$ cat src/rtl/lbl_pkg.sv
package lbl_pkg;
  typedef enum logic [1:0] {
    LBL_NONE   = 2'd0,
    LBL_COARSE = 2'd1,
    LBL_FINE   = 2'd2,
    LBL_BAD    = 2'd3
  } lbl_class_e;

  typedef struct packed {
    lbl_class_e  cls;
    logic [23:0] label;
    logic [2:0]  prio;
    logic        dei;
  } lbl_meta_t;

  localparam lbl_meta_t META_BAD = '{cls: LBL_BAD, label: 24'd0, prio: 3'd0, dei: 1'b0};
endpackage

$ cat src/rtl/lbl_beat_cnt.sv
module lbl_beat_cnt #(
  parameter int CNT_W = 5
) (
  input  logic             clk_i,
  input  logic             rst_ni,
  input  logic             fire_i,
  input  logic             last_i,
  output logic [CNT_W-1:0] pos_o
);
  localparam logic [CNT_W-1:0] POS_MAX = '1;

  logic [CNT_W-1:0] pos_q;

  always_ff @(posedge clk_i or negedge rst_ni) begin
    if (!rst_ni)                pos_q <= '0;
    else if (fire_i && last_i)  pos_q <= '0;
    else if (fire_i && pos_q != POS_MAX) pos_q <= pos_q + 1'b1;
  end

  assign pos_o = pos_q;
endmodule

$ cat src/rtl/lbl_decode.sv
module lbl_decode
  import lbl_pkg::*;
#(
  parameter int          TAG_OFS   = 12,
  parameter int          CNT_W     = 5,
  parameter logic [15:0] TYPE_VLAN = 16'h8100,
  parameter logic [15:0] TYPE_FINE = 16'h893B
) (
  input  logic             clk_i,
  input  logic             rst_ni,
  input  logic             fire_i,
  input  logic             last_i,
  input  logic [7:0]       data_i,
  input  logic [CNT_W-1:0] pos_i,
  output logic             decide_o,
  output lbl_meta_t        meta_o
);
  // Odd offsets close a 16-bit word: tag, first field, second tag, second field
  localparam logic [CNT_W-1:0] P_TAG  = CNT_W'(TAG_OFS + 1);
  localparam logic [CNT_W-1:0] P_FLD1 = CNT_W'(TAG_OFS + 3);
  localparam logic [CNT_W-1:0] P_TAG2 = CNT_W'(TAG_OFS + 5);
  localparam logic [CNT_W-1:0] P_FLD2 = CNT_W'(TAG_OFS + 7);

  logic [7:0]  byte_q;
  logic [15:0] tag_q, hi_q;
  logic        done_q;
  logic [15:0] word;
  logic        hit;
  lbl_meta_t   hit_meta;

  assign word = {byte_q, data_i};

  always_comb begin
    hit      = 1'b0;
    hit_meta = META_BAD;
    if (fire_i && !done_q) begin
      unique case (pos_i)
        P_TAG:  hit = (word != TYPE_VLAN) && (word != TYPE_FINE);
        P_FLD1: if (tag_q == TYPE_VLAN) begin
                  hit      = 1'b1;
                  hit_meta = '{cls: LBL_COARSE, label: {12'd0, word[11:0]},
                               prio: word[15:13], dei: word[12]};
                end
        P_TAG2: hit = (word != TYPE_FINE);
        P_FLD2: begin
                  hit      = 1'b1;
                  hit_meta = '{cls: LBL_FINE, label: {hi_q[11:0], word[11:0]},
                               prio: hi_q[15:13], dei: hi_q[12]};
                end
        default: ;
      endcase
      // truncated frame
      if (!hit && last_i) begin
        hit      = 1'b1;
        hit_meta = META_BAD;
      end
    end
  end

  always_ff @(posedge clk_i or negedge rst_ni) begin
    if (!rst_ni) begin
      byte_q <= '0;
      tag_q  <= '0;
      hi_q   <= '0;
      done_q <= 1'b0;
    end else if (fire_i) begin
      byte_q <= data_i;
      if (pos_i == P_TAG)  tag_q <= word;
      if (pos_i == P_FLD1) hi_q  <= word;
      if (last_i)   done_q <= 1'b0;
      else if (hit) done_q <= 1'b1;
    end
  end

  assign decide_o = hit;
  assign meta_o   = hit_meta;
endmodule

$ cat src/rtl/lbl_classifier.sv
module lbl_classifier
  import lbl_pkg::*;
#(
  parameter int          TAG_OFS   = 12,
  parameter logic [15:0] TYPE_VLAN = 16'h8100,
  parameter logic [15:0] TYPE_FINE = 16'h893B
) (
  input  logic        clk_i,
  input  logic        rst_ni,
  input  logic        in_valid_i,
  output logic        in_ready_o,
  input  logic [7:0]  in_data_i,
  input  logic        in_last_i,
  output logic        out_valid_o,
  input  logic        out_ready_i,
  output logic [7:0]  out_data_o,
  output logic        out_last_o,
  output logic        meta_valid_o,
  output logic [1:0]  meta_class_o,
  output logic [23:0] meta_label_o,
  output logic [2:0]  meta_prio_o,
  output logic        meta_dei_o
);
  localparam int CNT_W = $clog2(TAG_OFS + 9);

  logic             fire;
  logic [CNT_W-1:0] pos;
  logic             decide;
  lbl_meta_t        meta_d, meta_q;
  logic             mvalid_q;

  assign out_valid_o = in_valid_i;
  assign out_data_o  = in_data_i;
  assign out_last_o  = in_last_i;
  assign in_ready_o  = out_ready_i;
  assign fire        = in_valid_i && out_ready_i;

  lbl_beat_cnt #(.CNT_W(CNT_W)) u_cnt (
    .clk_i  (clk_i),
    .rst_ni (rst_ni),
    .fire_i (fire),
    .last_i (in_last_i),
    .pos_o  (pos)
  );

  lbl_decode #(
    .TAG_OFS   (TAG_OFS),
    .CNT_W     (CNT_W),
    .TYPE_VLAN (TYPE_VLAN),
    .TYPE_FINE (TYPE_FINE)
  ) u_dec (
    .clk_i    (clk_i),
    .rst_ni   (rst_ni),
    .fire_i   (fire),
    .last_i   (in_last_i),
    .data_i   (in_data_i),
    .pos_i    (pos),
    .decide_o (decide),
    .meta_o   (meta_d)
  );

  always_ff @(posedge clk_i or negedge rst_ni) begin
    if (!rst_ni) begin
      mvalid_q <= 1'b0;
      meta_q   <= '{cls: LBL_NONE, label: 24'd0, prio: 3'd0, dei: 1'b0};
    end else begin
      mvalid_q <= decide;
      if (decide) meta_q <= meta_d;
    end
  end

  assign meta_valid_o = mvalid_q;
  assign meta_class_o = meta_q.cls;
  assign meta_label_o = meta_q.label;
  assign meta_prio_o  = meta_q.prio;
  assign meta_dei_o   = meta_q.dei;
endmodule

$ cat config.mk
export PLATFORM = sky130hd
export DESIGN_NAME = lbl_classifier
export DESIGN_NICKNAME = d
export VERILOG_FILES = /design/src/rtl/lbl_pkg.sv /design/src/rtl/lbl_beat_cnt.sv /design/src/rtl/lbl_decode.sv /design/src/rtl/lbl_classifier.sv
export SDC_FILE = /design/constraint.sdc
export NUM_CORES = 1
export LEC_CHECK = 0
export ABC_AREA = 1
export BUFFER_PORTS_ARGS = -buffer_cell sky130_fd_sc_hd__buf_4
export CAP_MARGIN = 5
export CELL_PAD_IN_SITES_DETAIL_PLACEMENT = 1
export CELL_PAD_IN_SITES_GLOBAL_PLACEMENT = 2
export CORE_MARGIN = 2
export CORE_UTILIZATION = 36
export CTS_CLUSTER_SIZE = 24
export DETAILED_ROUTE_END_ITERATION = 16
export GPL_TIMING_DRIVEN = 0
export PLACE_DENSITY_LB_ADDON = 0.1
export SYNTH_ARGS = -nofsm -noshare
export SYNTH_HDL_FRONTEND = slang
export SYNTH_SLANG_ARGS = --single-unit
$ cat constraint.sdc
create_clock -name clk_i -period 2.84 [get_ports clk_i]
set_input_delay 0.568 -clock clk_i [delete_from_list [all_inputs] [get_ports clk_i]]
set_output_delay 0.568 -clock clk_i [all_outputs]
set_load 0.01 [all_outputs]
Word-level counts from Yosys, hierarchy flattened
Index checks and enable logic that the tools add are counted.
{"block": "totals", "ff_bits": 77, "inputBits": 13, "out_inout_bits": 42, "wordCells": 45}
{"block": "op_classes", "addsub": 1, "n_eq_ne": 8, "n_mux": 13, "reduce_logical": 13}
{"op": "30-bit two-way mux", "n": 3}
{"op": "30-bit case mux with 2 select lines", "n": 1}
{"op": "16-bit inequality test, second input constant", "n": 2}
{"op": "16-bit equality test, second input constant", "n": 1}
{"op": "5-bit by 4-bit equality test with 1-bit output, second input constant", "n": 2}
{"op": "5-bit equality test, second input constant", "n": 2}
{"op": "5-bit two-way mux", "n": 2}
{"op": "1-bit logical AND", "n": 6}
{"op": "1-bit two-way mux", "n": 6}
{"op": "2-bit AND reduction", "n": 3}
{"op": "5-bit by 1-bit adder with 5-bit output, second input constant", "n": 1}
{"op": "5-bit inequality test, second input constant", "n": 1}
{"op": "1-bit case mux with 4 select lines", "n": 1}
{"op": "2-bit nonzero test", "n": 2}
{"op": "1-bit logical NOT", "n": 2}

Logic depth before layout (Yosys ltp)
{"block": "logic_depth", "ltp_word": 10, "mapped_depth": 14, "depth_no_buf": 13}

Modules after synthesis
Synthesis repeated with hierarchy kept, for this count alone.
{"block": "hier_totals", "hier_cells": 449, "area_unflattened_um2": 3663.5}
{"module": "lbl_decode", "n_inst": 1, "cells_per_inst": 272, "area_per_inst_um2": 2140.8, "seq_area_each_um2": 1026.0}
{"module": "lbl_classifier", "n_inst": 1, "cells_per_inst": 141, "area_per_inst_um2": 1237.4, "seq_area_each_um2": 775.7}
{"module": "lbl_beat_cnt", "n_inst": 1, "cells_per_inst": 36, "area_per_inst_um2": 285.3, "seq_area_each_um2": 125.1}

Least setup slack after synthesis
OpenSTA, ideal clock, no wires.
{"block": "synth_path", "path_type": "register to register", "from": "reg u_cnt.pos_q[0] (netlist: u_cnt.pos_o[0])", "to": "reg meta_q, in the netlist meta_label_o[11]", "setup_time_ns": 0.065, "t_arrival_ns": 1.675, "required_ns": 2.775, "setup_slack_ns": 1.100, "stages_incl_launch_ff": 11, "n_path_buf": 0, "synth_period_minus_slack_ns": 1.740, "path_cell_list": "dfrtp_1 ha_1 inv_1 nor2_1 ha_1 nand3_4 o21ai_4 inv_2 nor2_4 nand2_1 nand2_1"}
{"block": "synth_between", "elab_chain_len": 7, "elab_cells_between_ends": 13, "classes_between": "4 x eq/ne; 7 x mux; 2 x reduce/logical"}
{"item": "start: declaration", "line": "lbl_beat_cnt.sv:12", "text": "logic [CNT_W-1:0] pos_q;"}
{"item": "start signal: assignment", "line": "lbl_beat_cnt.sv:17", "text": "else if (fire_i && pos_q != POS_MAX) pos_q <= pos_q + 1'b1;"}
{"item": "5-bit equality test or 5-bit by 4-bit equality test with 1-bit output (tied branches)", "line": "lbl_decode.sv:37", "text": "unique case (pos_i)"}
{"item": "1-bit case mux with 4 select lines", "line": "lbl_decode.sv:37"}
{"item": "1-bit two-way mux", "line": "lbl_decode.sv:36", "text": "if (fire_i && !done_q) begin"}
{"item": "1-bit logical NOT", "line": "lbl_decode.sv:53", "text": "if (!hit && last_i) begin"}
{"item": "1-bit logical AND", "line": "lbl_decode.sv:53"}
{"item": "30-bit two-way mux or 1-bit two-way mux (tied branches)", "line": "lbl_decode.sv:53"}
{"item": "30-bit two-way mux or 1-bit two-way mux (tied branches)", "line": "lbl_decode.sv:36"}
{"item": "end signal: assignment", "line": "lbl_classifier.sv:65", "text": "meta_q <= '{cls: LBL_NONE, label: 24'd0, prio: 3'd0, dei: 1'b0};"}
{"item": "end signal: assignment", "line": "lbl_classifier.sv:68", "text": "if (decide) meta_q <= meta_d;"}
{"item": "end: declaration", "line": "lbl_classifier.sv:29", "text": "lbl_meta_t meta_d, meta_q;"}
Parallel ways exist; a longest one is shown, timed or not. The select of a mux whose other input is x is not followed.
A chain may end at the register's enable or synchronous reset.

Final worst setup path
{"block": "layout_path", "from": "reg u_cnt.pos_q[0] (netlist: u_cnt.pos_o[0])", "to": "reg meta_q, in the netlist meta_label_o[5]"}
Same word-level chain as after synthesis.

==> metrics.txt <==
status finished, final reports clean; max-slew violation count 0; cts bufs inserted 9; clock slew at reported path FFs 80 ps; Final Power approximately 2.3 mW; Gate power share ~12%; post-synthesis mux area share 0%; worst-margin pin slew 988 ps; Clk Latency, worst-skew pair 340 ps; placed insts between 500 and 600; Antenna diodes 0; Setup TNS 0 ps; maximum VDD drop roughly 0.26 mV; Post-Syn Instances about 400; Root Driver clkbuf_8; largest net degree at the start of global routing 78; Hold-fix buffers, CTS 0; core area roughly 9000 um^2; GRT Total Usage 19.3%; H-tree Lvls 3; Synth Area in Simple Gates approximately a quarter; number of global-route vias before repair between 2000 and 3000; Sw Ratio between 20 and 30%; Rows 35; WL final roughly 9200 um; Final nets 477; routed len/inst 15.5 um; relative slew slack around 34%; Clock Power Share 35.8%; Post-CTS Resized 0; Fillers ~1100; Worst Setup EP meta_label_o[5]; crit path kind reg -> reg; Worst Reg-to-Reg Cells 10; Worst EP required about 3100 ps; leading cell type in the layout, fill and taps excluded nand2_1; FMAX about 0.48 GHz; CTS Sinks 77; Hold Slack around 400 ps; Die X 101 um; library cells used by synthesis 25; DRT iter0 DRCs 73; Worst Setup SP u_cnt.pos_o[0]; Synth Area in XOR/XNOR 0%; Synth Area in Compound Gates a little under a tenth; syn avg cell area 8.65 um^2; setup violators final 0; unrepaired setup endpoints after global routing no; initial antenna violation count 0; Flop pwr share a little over half; Remaining DRCs 0; most frequent cells in the layout 126 x nand2_1, 77 x dfrtp_1, 67 x buf_4, 42 x o21ai_0, 32 x inv_1; max-cap violations 0; placed cell areas ~4000 um^2; Die ar. between 10000 and 15000 um^2; I/O Buffers 54; Vias per Instance 4.75; Synthesized Nets 412; Antenna Nets Post-Route 0; Mapped Area approximately 3400 um^2; Crit Path Max Fanout 8; setup bufs post-CTS 0; crit path time final approximately 2100 ps; Synth Area in Adders 1.47%; Synth Register Bits between 70 and 80; CP startpoint kind register; GP Congestion ~0.85; P_sw between 0.6 and 0.7 mW; CP arrival 2380 ps; Setup crit end kind register; grt ovf 0; Fin Clk Skew between 7 and 8 ps; pwr dens roughly 560 nW/um^2; effective utilization at floorplan between 30% and 40%; r2r startpoint u_cnt.pos_o[0]; global-route wire length before repair approximately 15000 um; Period Utilization, post-route about 74%; final hold violations 0; Die Height a little over 100 um; Worst R2R End meta_label_o[5]; Final Cell Area roughly 4200 um^2; Non-Filler Instances 593; largest family of logic cells by synthesized area simple AND/OR/NAND/NOR gates; HP Class in -> async; DP Wirelength approximately 6700 um; CTS max path bufs 2; register area share after synthesis a little under three fifths; R2R Setup Slk around 740 ps; Internal between 1.5 and 2 mW; Syn. warnings 0; share of cells above drive strength 1 around a fifth; via count approximately 2800; IO Count 55; Pleak approximately 2.2 nW; Detailed Routing Iterations Pass 1 4; CTS tree done; area grow syn2layout 22.2%
[cell families after synthesis]
| kind of cell | Yosys count |
|---|---|
| fa+ha+maj | 4 |
| flops | 77 |
| simple gates | 195 |
| compound gates | 59 |
| buf+inv | 60 |
[how the worst min path moves through the flow]
stage	slack, ps	start	to	depth (start not counted)
global placement	460	meta_label_o[17]	meta_label_o[17]	2
finish	400	rst_ni	u_dec.hi_q[5]	1
floorplan	270	rst_ni	meta_class_o[0]	0
CTS	430	rst_ni	u_dec.hi_q[5]	1
global route	460	rst_ni	meta_label_o[14]	1
detailed placement	460	meta_label_o[17]	meta_label_o[17]	2
[routing by layer]
metal	track usage [%]	wire length, um	vias up
li1	-	-	1371
met1	27.5	4380	1386
met2	31.0	4420	53
met3	3.80	296	6
met4	3.74	61	0
met5	0	0	-
[cells in the mapped netlist, drive strengths merged]
library cell	number	area share [%]
a22oi	4	0.88
nor2	31	4.2
o21ai	47	7.2
nand4	2	0.37
nand3	24	3.9
nand3b	2	0.44
ha	4	1.5
buf	15	3.3
o22ai	2	0.37
nand2	133	15
clkbuf	10	1.1
inv	35	3.8
nor3	3	0.44
dfrtp	77	56
a21oi	6	0.88
[power groups by stage]
stage	Sequential (mW)	Clock (mW)	Combinational [mW]
6_report	1.21	0.831	0.284
5_1_grt	1.22	0.892	0.326
4_1_cts	1.21	0.857	0.292
3_5_place_dp	1.23	0	0.290
3_3_place_gp	1.23	0	0.277
2_1_floorplan	1.22	0	0.166
[state kept, by name, summed over array words and instances, names as in the netlist]
name / flops
u_cnt.pos_o: 5
u_dec.tag_q: 16
meta_class_o: 2
u_dec.byte_q: 8
meta_dei_o: 1
meta_label_o: 24
u_dec.hi_q: 16
meta_prio_o: 3
u_dec.done_q: 1
meta_valid_o: 1
[final cells by class]
| type | count | area (um^2) | area share (%) |
|---|---|---|---|
| sequential | 77 | 1930 | 46.2 |
| multi-input combinational | 258 | 1210 | 28.9 |
| timing repair buffer | 54 | 405 | 9.72 |
| tap | 129 | 161 | 3.87 |
| buffer | 25 | 151 | 3.63 |
| clock buffer | 11 | 141 | 3.39 |
| inverter | 35 | 131 | 3.15 |
| clock inverter | 4 | 48.8 | 1.17 |
[worst max-delay path: stages (launching register included)]
cell and delay [ps]:
dfrtp_1 380, ha_1 200, inv_1 60, nor2_1 210, ha_1 320, nand3_4 200
o21ai_4 250, inv_2 70, nor2_4 190, nand2_1 90, nand2_1 60
[stage by stage]
| step | util (%) | setup slack [ps] |
|---|---|---|
| 2_1_floorplan | - | 1100 |
| 5_1_grt | 45.2 | 519 |
| 3_3_place_gp | 43.1 | 790 |
| 6_report | 45.2 | 741 |
| 4_1_cts | 45.2 | 697 |
| 3_5_place_dp | 43.1 | 724 |
No activity file was read; power rests on OpenSTA's default activity.
